[src/rtl/uart_irq_pkg.sv]
package uart_irq_pkg;

    localparam int NUM_SRC = 4;
    localparam int ADDR_W  = 3;

    // source index doubles as enable bit position
    localparam int SRC_RDA  = 0;
    localparam int SRC_THRE = 1;
    localparam int SRC_LS   = 2;
    localparam int SRC_MS   = 3;

    localparam logic [ADDR_W-1:0] A_DATA  = 3'd0;
    localparam logic [ADDR_W-1:0] A_EN    = 3'd1;
    localparam logic [ADDR_W-1:0] A_IDENT = 3'd2;
    localparam logic [ADDR_W-1:0] A_LSTAT = 3'd5;
    localparam logic [ADDR_W-1:0] A_MSTAT = 3'd6;

    typedef enum logic [1:0] {
        LVL_MS   = 2'b00,
        LVL_THRE = 2'b01,
        LVL_RDA  = 2'b10,
        LVL_LS   = 2'b11
    } lvl_e;

    typedef struct packed {
        logic hit;
        lvl_e lvl;
    } enc_t;

    typedef struct packed {
        logic rd_data;
        logic wr_data;
        logic rd_ident;
        logic rd_lstat;
        logic rd_mstat;
    } acc_t;

    function automatic logic [7:0] make_iid(enc_t e);
        return {5'b0, e.lvl, ~e.hit};
    endfunction

    function automatic int src_of(lvl_e l);
        case (l)
            LVL_LS:   return SRC_LS;
            LVL_RDA:  return SRC_RDA;
            LVL_THRE: return SRC_THRE;
            default:  return SRC_MS;
        endcase
    endfunction

endpackage

[src/rtl/uart_irq_regif.sv]
module uart_irq_regif
    import uart_irq_pkg::*;
(
    input  logic                clk,
    input  logic                rst,
    input  logic                rd_stb,
    input  logic                wr_stb,
    input  logic [ADDR_W-1:0]   addr,
    input  logic [NUM_SRC-1:0]  wdata,
    output logic [NUM_SRC-1:0]  en,
    output acc_t                acc
);

    always_ff @(posedge clk) begin
        if (rst)
            en <= '0;
        else if (wr_stb && addr == A_EN)
            en <= wdata;
    end

    always_comb begin
        acc.rd_data  = rd_stb && (addr == A_DATA);
        acc.wr_data  = wr_stb && (addr == A_DATA);
        acc.rd_ident = rd_stb && (addr == A_IDENT);
        acc.rd_lstat = rd_stb && (addr == A_LSTAT);
        acc.rd_mstat = rd_stb && (addr == A_MSTAT);
    end

endmodule

[src/rtl/uart_irq_pending.sv]
module uart_irq_pending
    import uart_irq_pkg::*;
(
    input  logic                clk,
    input  logic                rst,
    input  logic [NUM_SRC-1:0]  set,
    input  logic [NUM_SRC-1:0]  clr,
    output logic [NUM_SRC-1:0]  flag
);

    for (genvar i = 0; i < NUM_SRC; i++) begin : g_flag
        always_ff @(posedge clk) begin
            if (rst)
                flag[i] <= 1'b0;
            else if (set[i])
                flag[i] <= 1'b1;
            else if (clr[i])
                flag[i] <= 1'b0;
        end
    end

endmodule

[src/rtl/uart_irq_prio.sv]
module uart_irq_prio
    import uart_irq_pkg::*;
(
    input  logic [NUM_SRC-1:0] eff,
    output enc_t               enc
);

    always_comb begin
        enc.hit = |eff;
        if (eff[SRC_LS])
            enc.lvl = LVL_LS;
        else if (eff[SRC_RDA])
            enc.lvl = LVL_RDA;
        else if (eff[SRC_THRE])
            enc.lvl = LVL_THRE;
        else
            enc.lvl = LVL_MS;
    end

endmodule

[src/rtl/uart_irq_ctrl.sv]
module uart_irq_ctrl
    import uart_irq_pkg::*;
#(
    parameter int LINE_ERR_W = 4,
    parameter int MODEM_W    = 4
) (
    input  logic                  clk,
    input  logic                  rst,
    input  logic                  rd_stb,
    input  logic                  wr_stb,
    input  logic [ADDR_W-1:0]     addr,
    input  logic [NUM_SRC-1:0]    wdata,
    input  logic [LINE_ERR_W-1:0] line_err,
    input  logic                  rx_ready,
    input  logic                  tx_empty,
    input  logic [MODEM_W-1:0]    modem_chg,
    output logic                  irq,
    output logic [7:0]            iid
);

    logic [NUM_SRC-1:0] en_q;
    logic [NUM_SRC-1:0] flag_q;
    logic [NUM_SRC-1:0] ev;
    logic [NUM_SRC-1:0] set;
    logic [NUM_SRC-1:0] clr;
    logic [NUM_SRC-1:0] eff;
    acc_t               acc;
    enc_t               enc;

    uart_irq_regif u_regif (
        .clk    (clk),
        .rst    (rst),
        .rd_stb (rd_stb),
        .wr_stb (wr_stb),
        .addr   (addr),
        .wdata  (wdata),
        .en     (en_q),
        .acc    (acc)
    );

    always_comb begin
        ev[SRC_RDA]  = rx_ready;
        ev[SRC_THRE] = tx_empty;
        ev[SRC_LS]   = |line_err;
        ev[SRC_MS]   = |modem_chg;
        set          = ev & en_q;

        clr[SRC_RDA]  = acc.rd_data;
        clr[SRC_LS]   = acc.rd_lstat;
        clr[SRC_MS]   = acc.rd_mstat;
        clr[SRC_THRE] = acc.wr_data ||
                        (acc.rd_ident && enc.hit && enc.lvl == LVL_THRE);
    end

    uart_irq_pending u_pending (
        .clk  (clk),
        .rst  (rst),
        .set  (set),
        .clr  (clr),
        .flag (flag_q)
    );

    assign eff = flag_q & en_q;

    uart_irq_prio u_prio (
        .eff (eff),
        .enc (enc)
    );

    assign irq = enc.hit;
    assign iid = make_iid(enc);

endmodule

[config.mk]
export PLATFORM = sky130hd
export DESIGN_NAME = uart_irq_ctrl
export DESIGN_NICKNAME = d
export VERILOG_FILES = /design/src/rtl/uart_irq_pkg.sv /design/src/rtl/uart_irq_regif.sv /design/src/rtl/uart_irq_pending.sv /design/src/rtl/uart_irq_prio.sv /design/src/rtl/uart_irq_ctrl.sv
export SDC_FILE = /design/constraint.sdc
export NUM_CORES = 1
export LEC_CHECK = 0
export BUFFER_PORTS_ARGS = -buffer_cell sky130_fd_sc_hd__buf_4
export CORE_AREA = 2 2 39 41
export CTS_BUF_LIST = sky130_fd_sc_hd__clkbuf_8
export CTS_CLUSTER_SIZE = 8
export DETAILED_ROUTE_END_ITERATION = 10
export DIE_AREA = 0 0 41 43
export PLACE_DENSITY = 0.65
export SETUP_SLACK_MARGIN = 0.1
export SYNTH_ARGS = -nofsm -noshare
export SYNTH_HDL_FRONTEND = slang
export SYNTH_SLANG_ARGS = --single-unit
[constraint.sdc]
create_clock -name clk -period 2.8 [get_ports clk]
set_input_delay 0 -clock clk [delete_from_list [all_inputs] [get_ports clk]]
set_output_delay 0 -clock clk [all_outputs]
set_load 0.02 [all_outputs]
==> flow_metrics.py <==
metrics = {
    "floorplan": {
        "start_util": 0.309,
        "io_pins": 30,
        "fp.coreArea_mm2": 0.00138,
        "fp.dieH_um": 43,
        "die_area_mm2": 0.00176,
        "num_rows": 14,
        "die_x_um": 41,
    },
    "setup_path": {
        "path_delay_family": "compound AO/OA/AOI/OAI gates",
        "arrival_ns": 1.31,
        "cp_slowest_cell": "dfxtp_1",
        "required_ns": 2.80,
        "critPathCaptureType": "output pin",
        "cpPeakStageDelay_ns": 0.32,
        "critPathBufInv": 2,
        "critPathKind": "reg2out",
        "path_cells": "a22o_1 -> a221o_1 -> inv_1 -> buf_4",
        "startpoint_type": "register",
        "crit_path_max_fanout": 3,
    },
    "sta": {
        "tns_ns": 0,
        "worst_clock_skew_ns": 0.00371,
        "min_period_over_period": 0.467,
        "setup_viol": 0,
        "hold_viol": 0,
        "grt_setup_unrepaired": "false",
        "clock.fmax_mhz": 764,
        "report.final.slew_viol_count": 0,
        "min_period_ns": 1.31,
        "layout_setup_ws_ns": 1.49,
    },
    "finish": {
        "utilization": 0.460,
        "num_antenna_cells": 0,
        "multi_input_area_um2": 231,
        "drive_gt1_frac": 0.389,
        "seq_area_um2": 160,
        "num-fill-cells": 151,
        "nNetsFinal": 95,
        "syn2layout_area_growth_pct": 48.8,
    },
    "cts": {
        "cts_tree": "done",
        "htree_levels": 1,
        "numClockSinks": 8,
        "numCtsBuffers": 3,
        "clk_pin_slew_ns": 0.04,
        "postCtsSetupBuffers": 0,
        "cts_repair_resize_count": 0,
        "insertion_delay_ns": 0.23,
        "cts_root_buffer": "clkbuf_8",
        "cts_max_path_buffers": 2,
        "holdBufCountCts": 0,
    },
    "pwr": {
        "comb_power_share": 0.133,
        "p_leak_nw": 0.263,
        "power_density_mw_per_mm2": 464,
        "swShare": 0.215,
        "peakVddDrop_mv": 0.253,
        "p_clk_frac": 0.465,
        "seqPwrFrac": 0.402,
        "p_int_w": 0.000232,
        "switchingPower_w": 0.0000635,
    },
    "global_route": {
        "antenna_found_initial": 0,
        "gr-total-overflow": 0,
        "grt_max_degree": 10,
        "grt_pass1_wl_um": 1630,
        "track_usage": 0.137,
        "grt_pass1_vias": 423,
    },
    "synth": {
        "syn_inst": 48,
        "synth_edf_count": 0,
        "yosys.area.top_type_share": 0.374,
        "avgSynthCellArea_um2": 8.91,
        "synthTopCellsByArea": "dfxtp_1 (37%), mux2i_1 (9.4%), buf_4 (8.8%), nand2_1 (4.4%), nand4b_1 (4.1%)",
        "seq_area_frac_synth": 0.374,
        "async_flop_share": 0,
        "synth-warning-count": 0,
        "synth_cell_types": 23,
        "ys_ff_latch": 8,
        "yosysMostFrequentCell": "dfxtp_1",
        "syn_area_um2": 428,
        "yosys-top-cells-count": "dfxtp_1 (8), buf_4 (5), nand2_1 (5), mux2i_1 (4), nor2_1 (4)",
        "synth_flop_cell": "dfxtp_1",
        "synth_top_cell_by_area": "dfxtp_1",
    },
    "detailed_routing": {
        "vias": 431,
        "drtIter0Drc": 8,
        "top_layer": "met4",
        "m1WireLength_um": 449,
        "ant_nets": 0,
        "routed-wl-met3_um": 86,
        "first_pass_iters": 4,
        "avgRoutedWirePerCell_um": 11.8,
        "wirelength_um": 1030,
        "wl_met2_um": 478,
        "drc": 0,
        "via_per_inst": 4.90,
    },
    "run_status": {
        "status": "finished, final reports clean",
    },
    "placement": {
        "gp_congestion": 0.739,
        "pre_cts_ws_ns": 1.75,
        "portBuffers": 24,
    },
    "run": {
        "maxCapViolCount": 0,
    },
    "hold_path": {
        "hold_path_class": "in2reg",
    },
}
-- registers in the layout, summed over array words and instances, names as in the netlist --
| register | flops |
|---|---|
| u_pending.flag | 4 |
| u_regif.en | 4 |
-- power by group through the flow --
| stage | Combinational (W) | Clock [W] | Sequential [W] |
|---|---|---|---|
| finish | 0.0000393 | 0.000138 | 0.000119 |
| global route | 0.0000429 | 0.000144 | 0.000119 |
| CTS | 0.0000395 | 0.000138 | 0.000119 |
| detailed placement | 0.0000393 | 0 | 0.000121 |
| global placement | 0.0000390 | 0 | 0.000121 |
| floorplan | 0.0000203 | 0 | 0.000120 |
-- routing by layer --
metal  up-vias  global-route usage
met1       188               0.188
met4         0              0.0800
met2        24               0.188
li1        215                   -
met3         4              0.0314
met5         -                   0
-- final timing paths --
kind,startpoint,end,slack [ns],cells after the start
min,rst,u_pending.flag[3]$_SDFFE_PP0P_,0.001,2
max reg2reg,u_pending.flag[2]$_SDFFE_PP0P_,u_pending.flag[1]$_SDFFE_PP0P_,1.80,3
min reg2reg,u_pending.flag[3]$_SDFFE_PP0P_,u_pending.flag[3]$_SDFFE_PP0P_,0.47,2
max,u_pending.flag[2]$_SDFFE_PP0P_,iid[0],1.49,4
-- metrics by stage --
step,power (W),instance area (um2),hold WS [ns],std cells
3_3_place_gp,0.000160,596,0.234,85
4_1_cts,0.000297,637,0.00289,88
2_1_floorplan,0.000140,443,0.143,52
5_1_grt,0.000306,637,0.0149,88
3_5_place_dp,0.000160,596,0.241,85
6_report,0.000296,637,0.00114,88
-- worst register-to-register path, stage by stage (launching register included) --
cell	delay, ns
dfxtp_1	0.32
a22o_1	0.29
nor3_1	0.20
o22ai_1	0.08
-- logic make-up (layout without fill, tap and decap cells) --
logic type,Yosys count,after routing,share of synthesized area
other,1,5,0.00876
flip-flops,8,8,0.374
multiplexers,4,4,0.0936
AO/OA/AOI/OAI,10,10,0.170
buffers and inverters,8,28,0.120
AND/OR/NAND/NOR,17,17,0.234
-- layout by cell type, fill, tap and decap left out, drive strengths merged --
master,Yosys,final
or4b,1,1
and4bb,1,1
conb,1,5
a22o,1,1
nand3b,1,1
a221o,1,1
clkbuf,1,3
or3b,1,1
o22ai,1,1
a32o,1,1
o21ai,1,1
a21oi,3,3
nand3,1,1
nand2,5,5
nor2,4,4
buf,6,24
inv,1,1
nand4b,2,2
mux2i,4,4
dfxtp,8,8
nor3,1,1
o41ai,2,2
-- cell type report --
cell class | count | area share
clock buffers | 3 | 0.0648
inverters | 1 | 0.00589
multi-input cells | 36 | 0.363
flip-flops and latches | 8 | 0.251
well taps | 16 | 0.0314
repair buffers | 24 | 0.283
No activity file was read; power rests on OpenSTA's default activity.
